--- src/rtl/sdcmd_pkg.sv ---
package sdcmd_pkg;
  localparam int NCMD = 10;

  typedef enum logic [3:0] {
    C_NOP   = 4'd0,
    C_DESEL = 4'd1,
    C_ACT   = 4'd2,
    C_RD    = 4'd3,
    C_WR    = 4'd4,
    C_PRE   = 4'd5,
    C_AREF  = 4'd6,
    C_SREF  = 4'd7,
    C_MRS   = 4'd8,
    C_BST   = 4'd9
  } cmd_e;

  typedef enum logic [1:0] {
    BK_IDLE  = 2'd0,
    BK_OPEN  = 2'd1,
    BK_AUTOP = 2'd2,
    BK_PRECH = 2'd3
  } bank_st_e;
endpackage

--- src/rtl/sdcmd_decode.sv ---
module sdcmd_decode
  import sdcmd_pkg::*;
#(
  parameter int NB  = 4,
  parameter int BAW = $clog2(NB)
) (
  input  logic           cke_prev,
  input  logic           cke,
  input  logic           cs_n,
  input  logic           ras_n,
  input  logic           cas_n,
  input  logic           we_n,
  input  logic           a10,
  input  logic [BAW-1:0] ba,
  output cmd_e           code,
  output logic [NB-1:0]  tgt
);
  logic [NB-1:0] one_bank;
  assign one_bank = NB'(1) << ba;

  always_comb begin
    code = C_NOP;
    tgt  = '0;
    if (cs_n) begin
      code = C_DESEL;
    end else begin
      case ({ras_n, cas_n, we_n})
        3'b011: begin code = C_ACT; tgt = one_bank; end
        3'b101: begin code = C_RD;  tgt = one_bank; end
        3'b100: begin code = C_WR;  tgt = one_bank; end
        3'b010: begin code = C_PRE; tgt = a10 ? '1 : one_bank; end
        3'b001: begin
          if (cke_prev) begin
            code = cke ? C_AREF : C_SREF;
            tgt  = '1;
          end
        end
        3'b000: begin code = C_MRS; tgt = '1; end
        3'b110: code = C_BST;
        default: code = C_NOP;
      endcase
    end
  end
endmodule

--- src/rtl/sdcmd_bank.sv ---
module sdcmd_bank
  import sdcmd_pkg::*;
#(
  parameter int TRP       = 3,
  parameter int BURST_LEN = 4
) (
  input  logic clk,
  input  logic rst,
  input  logic do_act,
  input  logic do_pre,
  input  logic do_ap,
  output logic ready,
  output logic rw_ok,
  output logic open_row
);
  localparam int CMAX = (TRP > BURST_LEN) ? TRP : BURST_LEN;
  localparam int CW   = $clog2(CMAX + 1);

  bank_st_e      st;
  logic [CW-1:0] cnt;

  always_ff @(posedge clk) begin
    if (rst) begin
      st  <= BK_IDLE;
      cnt <= '0;
    end else begin
      case (st)
        BK_IDLE: if (do_act) st <= BK_OPEN;
        BK_OPEN: begin
          if (do_pre) begin
            st  <= BK_PRECH;
            cnt <= CW'(TRP - 1);
          end else if (do_ap) begin
            st  <= BK_AUTOP;
            cnt <= CW'(BURST_LEN - 1);
          end
        end
        BK_AUTOP: begin
          if (cnt == '0) begin
            st  <= BK_PRECH;
            cnt <= CW'(TRP - 1);
          end else begin
            cnt <= cnt - 1'b1;
          end
        end
        default: begin
          if (cnt == '0) st <= do_act ? BK_OPEN : BK_IDLE;
          else           cnt <= cnt - 1'b1;
        end
      endcase
    end
  end

  assign ready    = (st == BK_IDLE) || (st == BK_PRECH && cnt == '0);
  assign rw_ok    = (st == BK_OPEN);
  assign open_row = (st == BK_OPEN) || (st == BK_AUTOP);

  AST_OPEN_HOLDS: assert property (@(posedge clk) disable iff (rst)
    (st == BK_OPEN && !do_pre && !do_ap) |=> (st == BK_OPEN)) else $error("open bank changed");
  AST_PRE_CLOSES: assert property (@(posedge clk) disable iff (rst)
    (st == BK_OPEN && do_pre) |=> !open_row) else $error("precharge left row open");
  AST_ACT_READY: assert property (@(posedge clk) disable iff (rst)
    do_act |-> ready) else $error("activate on busy bank");
endmodule

--- src/rtl/sdcmd_dqm.sv ---
module sdcmd_dqm #(
  parameter int RD_LAT = 2
) (
  input  logic clk,
  input  logic rst,
  input  logic dqm,
  output logic rd_oe,
  output logic wr_en
);
  localparam int WMAX = RD_LAT + 2;
  localparam int WW   = $clog2(WMAX + 1);

  logic [RD_LAT-1:0] pipe;

  for (genvar g = 0; g < RD_LAT; g++) begin : g_stage
    if (g == 0) begin : g_first
      always_ff @(posedge clk) pipe[0] <= rst ? 1'b1 : dqm;
    end else begin : g_next
      always_ff @(posedge clk) pipe[g] <= rst ? 1'b1 : pipe[g-1];
    end
  end

  always_ff @(posedge clk) begin
    if (rst) begin
      rd_oe <= 1'b0;
      wr_en <= 1'b0;
    end else begin
      rd_oe <= ~pipe[RD_LAT-1];
      wr_en <= ~dqm;
    end
  end

  logic [WW-1:0] warm;
  always_ff @(posedge clk) begin
    if (rst)                    warm <= '0;
    else if (warm != WW'(WMAX)) warm <= warm + 1'b1;
  end

  AST_RD_MASK_LAT: assert property (@(posedge clk) disable iff (rst)
    (warm == WW'(WMAX)) |-> (rd_oe == !$past(dqm, RD_LAT + 1))) else $error("read mask latency");
endmodule

--- src/rtl/sdcmd_tracker.sv ---
module sdcmd_tracker
  import sdcmd_pkg::*;
#(
  parameter int NB        = 4,
  parameter int TRP       = 3,
  parameter int BURST_LEN = 4,
  parameter int RD_LAT    = 2,
  localparam int BAW      = $clog2(NB)
) (
  input  logic            clk,
  input  logic            rst,
  input  logic            cke,
  input  logic            cs_n,
  input  logic            ras_n,
  input  logic            cas_n,
  input  logic            we_n,
  input  logic            a10,
  input  logic [BAW-1:0]  ba,
  input  logic            dqm,
  output logic [NCMD-1:0] cmd,
  output logic [NB-1:0]   bank_sel,
  output logic            auto_pre,
  output logic            illegal,
  output logic [NB-1:0]   bank_open,
  output logic            rd_oe,
  output logic            wr_en
);
  logic          cke_prev;
  cmd_e          code;
  logic [NB-1:0] tgt;
  logic [NB-1:0] ready, rw_ok;
  logic [NB-1:0] do_act, do_pre, do_ap;
  logic          ill, is_rw;

  always_ff @(posedge clk) cke_prev <= rst ? 1'b0 : cke;

  sdcmd_decode #(.NB(NB)) u_dec (
    .cke_prev(cke_prev), .cke(cke), .cs_n(cs_n), .ras_n(ras_n),
    .cas_n(cas_n), .we_n(we_n), .a10(a10), .ba(ba),
    .code(code), .tgt(tgt)
  );

  assign is_rw = (code == C_RD) || (code == C_WR);

  always_comb begin
    case (code)
      C_ACT:                 ill = !ready[ba];
      C_RD, C_WR:            ill = !rw_ok[ba];
      C_MRS, C_AREF, C_SREF: ill = !(&ready);
      default:               ill = 1'b0;
    endcase
  end

  for (genvar b = 0; b < NB; b++) begin : g_bank
    assign do_act[b] = (code == C_ACT) && !ill && tgt[b];
    assign do_pre[b] = (code == C_PRE) && tgt[b];
    assign do_ap[b]  = is_rw && a10 && !ill && tgt[b];

    sdcmd_bank #(.TRP(TRP), .BURST_LEN(BURST_LEN)) u_bank (
      .clk(clk), .rst(rst), .do_act(do_act[b]), .do_pre(do_pre[b]),
      .do_ap(do_ap[b]), .ready(ready[b]), .rw_ok(rw_ok[b]),
      .open_row(bank_open[b])
    );
  end

  always_ff @(posedge clk) begin
    if (rst) begin
      cmd      <= NCMD'(1) << C_NOP;
      bank_sel <= '0;
      illegal  <= 1'b0;
      auto_pre <= 1'b0;
    end else begin
      cmd      <= NCMD'(1) << code;
      bank_sel <= tgt;
      illegal  <= ill;
      auto_pre <= |do_ap;
    end
  end

  sdcmd_dqm #(.RD_LAT(RD_LAT)) u_dqm (
    .clk(clk), .rst(rst), .dqm(dqm), .rd_oe(rd_oe), .wr_en(wr_en)
  );

  AST_CMD_ONEHOT: assert property (@(posedge clk) disable iff (rst)
    $countones(cmd) == 1) else $error("command not one-hot");
  AST_ACT_OPENS: assert property (@(posedge clk) disable iff (rst)
    (cmd[C_ACT] && !illegal) |-> ((bank_sel & bank_open) != '0)) else $error("activate did not open");
  AST_GLOBAL_IDLE: assert property (@(posedge clk) disable iff (rst)
    ((cmd[C_MRS] || cmd[C_AREF] || cmd[C_SREF]) && !illegal) |-> (bank_open == '0)) else $error("global cmd with open bank");
  AST_ILL_SCOPE: assert property (@(posedge clk) disable iff (rst)
    illegal |-> (cmd[C_ACT] || cmd[C_RD] || cmd[C_WR] || cmd[C_MRS] || cmd[C_AREF] || cmd[C_SREF])) else $error("illegal on unchecked cmd");
endmodule

--- config.mk ---
export PLATFORM = sky130hd
export DESIGN_NAME = sdcmd_tracker
export DESIGN_NICKNAME = d
export VERILOG_FILES = /design/src/rtl/sdcmd_pkg.sv /design/src/rtl/sdcmd_decode.sv /design/src/rtl/sdcmd_bank.sv /design/src/rtl/sdcmd_dqm.sv /design/src/rtl/sdcmd_tracker.sv
export SDC_FILE = /design/constraint.sdc
export NUM_CORES = 1
export LEC_CHECK = 0
export CORE_MARGIN = 2
export CORE_UTILIZATION = 33
export CTS_BUF_LIST = sky130_fd_sc_hd__clkbuf_4 sky130_fd_sc_hd__clkbuf_8
export DETAILED_ROUTE_END_ITERATION = 10
export RECOVER_POWER = 50
export SYNTH_ARGS = -nofsm -noshare
export SYNTH_HDL_FRONTEND = slang
export SYNTH_SLANG_ARGS = --single-unit
--- constraint.sdc ---
create_clock -name clk -period 7.7 [get_ports clk]
set_clock_uncertainty 0.05 [all_clocks]
set_input_delay 1.54 -clock clk [delete_from_list [all_inputs] [get_ports clk]]
set_output_delay 1.54 -clock clk [all_outputs]
set_load 0.05 [all_outputs]
; Word level (Yosys, flattened, before mapping)
; Index checks and enable logic that the tools add are counted.
[word_totals]
register_bits = 41
input_bits = 11
[op_classes]
n_addsub = 4
n_lt_le_gt_ge = 1
n_eq_ne = 41
n_shift = 2
mux = 61
bitwise_logic = 6
n_reduce_logical = 58
[op_table]
columns = cell, count
row1 = $mux W3, 16
row2 = $mux W2, 20
row3 = $pmux W3 S3, 4
row4 = $pmux W4 S7, 1
row5 = $pmux W2 S3, 4
row6 = $mux W4, 5
row7 = $reduce_and A4 Y1, 5
row8 = $logic_and A1 B1 Y1, 19
row9 = $eq A2 B2 Y1 const B, 8
row10 = $eq A4 B3 Y1 const B, 4
row11 = $ne A2 B1 Y1 const B, 8
row12 = $pmux W4 S4, 1
row13 = $logic_not A3 Y1, 5
row14 = $ne A3 B1 Y1 const B, 4
row15 = $ne A3 B2 Y1 const B, 4
row16 = $reduce_and A3 Y1, 4
row17 = $reduce_bool A3 Y1, 4
row18 = $sub A3 B1 Y3 const B, 4
row19 = $shl A1 B4 Y10 const A, 1
row20 = $eq A3 B3 Y1 const B, 3
row21 = $logic_or A1 B1 Y1, 9
row22 = $eq A2 B1 Y1 const B, 4
row23 = $eq A4 B2 Y1 const B, 2
row24 = $logic_not A2 Y1, 4
row25 = 13 further kinds, 30

; Depth between registers and ports, before layout
[logic_depth]
word_depth = 13
ltp_mapped = 9

; By module
; A second synthesis with hierarchy kept.
[hier_totals]
cells_unflattened = 306
hier_area_um2 = 2884.0
[by_module_without_submodules]
columns = module, n_inst, cells_each, area_per_inst_um2, seq_area_each_um2
row1 = sdcmd_bank (g_bank[0].u_bank ...), 3, 49, 461.7, 100.1
row2 = sdcmd_tracker, 1, 73, 744.5, 340.3
row3 = sdcmd_bank (g_bank[2].u_bank), 1, 47, 447.9, 100.1
row4 = sdcmd_decode, 1, 31, 206.4, 0.0
row5 = sdcmd_dqm, 1, 8, 100.1, 80.1

; Worst setup path after synthesis
; No wires, ideal clock.
[synth_path]
kind = input -> register
start = input ras_n
end = register g_bank[0].u_bank.st[0]
setup_ps = 121
arrival_ps = 3165
t_required_ps = 7529
path_slack_ps = 4364
cell_stages = 7
cell_sequence = nand2b_4 or3_1 clkbuf_1 and2_4 o21a_1 a221oi_1 mux2_2
[synth_via]
elab_chain_cells = 12
elab_cells_between_ends = 37
[synth_lines]
columns = element, line
row1 = start: declaration, sdcmd_tracker.sv:14  ; input logic ras_n,
row2 = $eq A3 B3 Y1 (tied with other cells), sdcmd_decode.sv:27  ; case ({ras_n, cas_n, we_n})
row3 = $pmux W4 S7, sdcmd_decode.sv:27
row4 = $mux W4, sdcmd_decode.sv:24  ; if (cs_n) begin
row5 = $eq A4 B4 Y1 (tied with other cells), sdcmd_tracker.sv:46  ; case (code)
row6 = $reduce_or A3 Y1 or $reduce_or A2 Y1 (tied branches), sdcmd_tracker.sv:46
row7 = $pmux W1 S3, sdcmd_tracker.sv:46
row8 = $logic_not A1 Y1, "sdcmd_tracker.sv:55, sdcmd_tracker.sv:57"
row9 = $logic_and A1 B1 Y1 (2 in series), sdcmd_tracker.sv:55  ; assign do_act[b] = (code == C_ACT) && !ill && tgt[b];
row10 = $mux W1, sdcmd_bank.sv:47  ; if (cnt == '0) st <= do_act ? BK_OPEN : BK_IDLE;
row11 = $mux W2, sdcmd_bank.sv:47
row12 = $pmux W2 S3, sdcmd_bank.sv:27  ; case (st)
row13 = end signal: assignment, sdcmd_bank.sv:47
row14 = end: declaration, sdcmd_bank.sv:19  ; bank_st_e st;
; Several ways; a longest one is shown, not always the timed one. The select of a mux whose other input is x is not followed.
; A chain may end at the register's enable or synchronous reset.

; Final worst setup path
[layout_path]
start = input ras_n
end = register g_bank[2].u_bank.cnt[0]
[layout_via]
elab_chain_cells = 11
elab_cells_between_ends = 32
[layout_lines]
columns = element, line
row1 = $eq A3 B3 Y1 (tied with other cells), sdcmd_decode.sv:27
row2 = $pmux W4 S7, sdcmd_decode.sv:27
row3 = $mux W4, sdcmd_decode.sv:24
row4 = $eq A4 B4 Y1 (tied with other cells), sdcmd_tracker.sv:46
row5 = $reduce_or A3 Y1 or $reduce_or A2 Y1 (tied branches), sdcmd_tracker.sv:46
row6 = $pmux W1 S3, sdcmd_tracker.sv:46
row7 = $logic_not A1 Y1, sdcmd_tracker.sv:57  ; assign do_ap[b] = is_rw && a10 && !ill && tgt[b];
row8 = $logic_and A1 B1 Y1 (2 in series), sdcmd_tracker.sv:57
row9 = $ne A3 B1 Y1 (no source line), --
row10 = $reduce_and A3 Y1 (no source line), --
row11 = end signal: assignment, sdcmd_bank.sv:41  ; cnt <= CW'(TRP - 1);
row12 = end signal: assignment, sdcmd_bank.sv:43  ; cnt <= cnt - 1'b1;
row13 = end signal: assignment, sdcmd_bank.sv:48  ; else cnt <= cnt - 1'b1;
row14 = end: declaration, sdcmd_bank.sv:20  ; logic [CW-1:0] cnt;
; Several ways; a longest one is shown, not always the timed one.

==> impl_metrics.yaml <==
run_status:
  status: "finished, final reports clean"
place:
  place_inst: 422
  hpwl_um: 4110
  port_buffers: 32
  post_dp_cell_area_um2: 2898
  gp_congestion: 0.8239
  post-place-ws_ns: 3.500
global_route:
  grt_pass1_wl_um: 9487
  grt_max_degree: 29
  grt-ovfl-total: 0
  grt_use_total_pct: 14.04
  grt_pass1_vias: 2023
  antenna_found_initial: 0
timing:
  whs_ns: 0.3281
  max-slew-margin-rel_pct: 12.32
  fmax_ghz: 0.2550
  fin_ws_ns: 3.779
  maxSlewViolCount: 0
  tightest_slew_ns: 1.315
  hold_viol: 0
  rsz0062_at_grt: "false"
  layout_min_cycle_time_ns: 3.921
  tns_ns: 0
  min_period_over_period_pct: 50.93
  setup_violations: 0
cts:
  clockRootBuffer: "clkbuf_8"
  cts_setup_buffers: 0
  htree_levels: 2
  hold_buffers: 0
  cts_tree: "built"
  cts_num_sinks: 41
  insertion_delay_ns: 0.30
  clk_path_buf_depth: 2
  cts_resized: 0
  cts_buffers: 5
  clkTransAtPathRegs_ns: 0.09
critical_path:
  cp_num_cells: 8
  cp.arrival_ns: 4.07
  cp.required_ns: 7.85
  r2r-end: "g_bank[2].u_bank.st[0]$_SDFFE_PP0P_"
  reg2reg_depth: 9
  start_kind: "input pin"
  r2r_start: "g_bank[0].u_bank.cnt[0]$_SDFFE_PP0P_"
  worstSetupPathType: "input pin to flop"
  critPathLaunch: "ras_n"
  slowest_delay_ns: 0.62
  crit_chain: "clkdlybuf4s50_1, nand2b_4, or3_1, and2_4, o21a_1, nor3_1, o221ai_1, o211a_1"
  crit_buf_inv: 1
  reg2reg_slack_ns: 4.94
  critical-path-top-delay-family: "simple AND/OR/NAND/NOR gates"
  critPathMaxFanout: 13
  endpoint: "g_bank[2].u_bank.cnt[0]$_SDFFE_PP0P_"
  crit_path_end_kind: "flop"
  slowest_stage: "clkdlybuf4s50_1"
power:
  vdd_drop_max_uv: 82.00
  internal_power_mw: 0.4583
  p_switching_mw: 0.2927
  power_leakage_nw: 1.233
  switching_share_pct: 38.97
  pwr-share-seq_pct: 33.7
  power_density_nw_per_um2: 249.6
  total_power_mw: 0.7510
  p_comb_share_pct: 42.7
  p_clk_share_pct: 23.6
layout:
  finish.utilization_pct: 41.27
  fin_area_um2: 3009
  area_growth_pct: 20.25
  fin_nets: 369
  antenna_cells: 0
  layout-drive-gt1-share_pct: 5.438
  final_cells: 430
drt:
  via_count: 2132
  met3WireLength_um: 255
  antenna_left: 0
  wl_per_cell_um: 12.99
  top_layer: "met4"
  wl_met2_um: 2539
  met1_length_um: 2700
  initialDrtViolationCount: 109
  drc_errors: 0
  dr.pass1.iters: 4
  finalWirelength_um: 5584
  vias_per_cell: 4.958
yosys:
  synth_cell_types: 47
  yosys.area.top_type_share_pct: 32.80
  synth.largest_area_cell: "dfxtp_1"
  ys_ff_latch: 41
  synth-edff-count: 0
  ys_warn_count: 0
  synth_ff_type: "dfxtp_1"
  ys_async_sr_fraction_pct: 0
  synthTopCellsByArea: "dfxtp_1 (33%), ha_1 (14%), nor2_1 (6.2%)"
  syn_avg_cell_area_um2: 8.314
  synthCells: 301
  netlist_area_um2: 2502
  syn-num-nets: 340
  yosysSeqAreaShare_pct: 32.80
floorplanning:
  dieWidth_um: 91.08
  core_um2: 7292
  ioPinCount: 33
  num_rows: 31
  initial_core_util_pct: 34.32
  dieArea_um2: 8296
  die_h_um: 91.08
job:
  max-cap-violations: 0
worst_hold_path:
  hold_path_class: "flop to flop"
-- power by group through the flow --
stage | logic (mW) | clock network, mW | registers, mW
floorplan | 0.243 | 0 | 0.265
global placement | 0.316 | 0 | 0.257
detailed placement | 0.318 | 0 | 0.258
CTS | 0.321 | 0.183 | 0.253
global route | 0.357 | 0.191 | 0.256
finish | 0.321 | 0.178 | 0.253
-- cell usage in the layout, fill, tap and decap left out, types with 4 or more instances in the layout --
| master | count |
|---|---|
| o211ai_1 | 4 |
| ha_1 | 28 |
| a21boi_0 | 4 |
| a21oi_1 | 21 |
| nand2b_1 | 5 |
| nor3b_1 | 8 |
| nor3_1 | 8 |
| o211a_1 | 4 |
| dfxtp_1 | 41 |
| clkdlybuf4s50_1 | 19 |
| mux2i_1 | 6 |
| nand2_1 | 24 |
| nor2b_1 | 5 |
| dlygate4sd3_1 | 13 |
| nor2_1 | 41 |
| o21ai_0 | 12 |
| or3_1 | 4 |
| inv_1 | 25 |
| clkbuf_8 | 5 |
-- registers in the layout (all words and copies together), names as in the netlist --
name / flops
bank_sel: 4
cke_prev: 1
u_dqm.wr_en: 1
u_dqm.pipe: 2
u_dqm.rd_oe: 1
auto_pre: 1
illegal: 1
g_bank.u_bank.cnt: 12
g_bank.u_bank.st: 8
cmd: 10
-- Yosys cell counts, types with 2 or more instances --
cell type,n
nand2b_1,5
and2_1,2
a2111oi_0,3
a21boi_0,4
buf_1,2
a2bb2oi_1,2
o211a_1,4
o21a_1,3
or2_2,3
dfxtp_1,41
a31oi_1,3
o221ai_1,3
nor2b_1,5
nor2_1,41
buf_4,4
a22oi_1,2
a21oi_1,21
nor3_1,8
a221oi_1,2
o31ai_1,3
clkbuf_1,5
inv_1,25
ha_1,28
o211ai_1,4
nor4_1,2
o21bai_1,3
mux2i_1,6
o21ai_0,12
nand2_1,24
or3_1,4
a211oi_1,2
mux2_2,2
nor3b_1,8
nand2b_4,2
-- worst min path at each step --
stage	endpoint	cells after the start	from
global placement	u_dqm.rd_oe$_SDFF_PP0_	1	u_dqm.pipe[1]$_SDFF_PP1_
finish	u_dqm.rd_oe$_SDFF_PP0_	1	u_dqm.pipe[1]$_SDFF_PP1_
detailed placement	u_dqm.rd_oe$_SDFF_PP0_	1	u_dqm.pipe[1]$_SDFF_PP1_
global route	u_dqm.rd_oe$_SDFF_PP0_	1	u_dqm.pipe[1]$_SDFF_PP1_
floorplan	u_dqm.rd_oe$_SDFF_PP0_	1	u_dqm.pipe[1]$_SDFF_PP1_
CTS	u_dqm.rd_oe$_SDFF_PP0_	1	u_dqm.pipe[1]$_SDFF_PP1_
-- area by class of cell --
type                    instances  area [um^2]
clock buffers                   5        68.82
clock inverters                 3        46.29
fillers                       762         4283
inverters                      25        93.84
multi-input cells             224         1531
flip-flops and latches         41        820.8
well taps                      99        123.9
repair buffers                 33        324.1
-- cells by family (layout without fill, tap and decap cells) --
group	Yosys count	count (layout)	synth area share (%)
flops	41	41	32.80
fa+ha+maj	28	28	14.00
mux	9	9	4.350
simple gates	111	111	22.05
buf+inv	36	66	6.000
compound gates	76	76	20.80
-- per-layer routing --
metal / vias to the layer above / global-route usage [%]
met5: - / 0
met4: 0 / 4.545
met3: 7 / 3.237
met2: 48 / 22.47
met1: 971 / 18.71
li1: 1106 / -
Power figures use the tool's default switching activity.
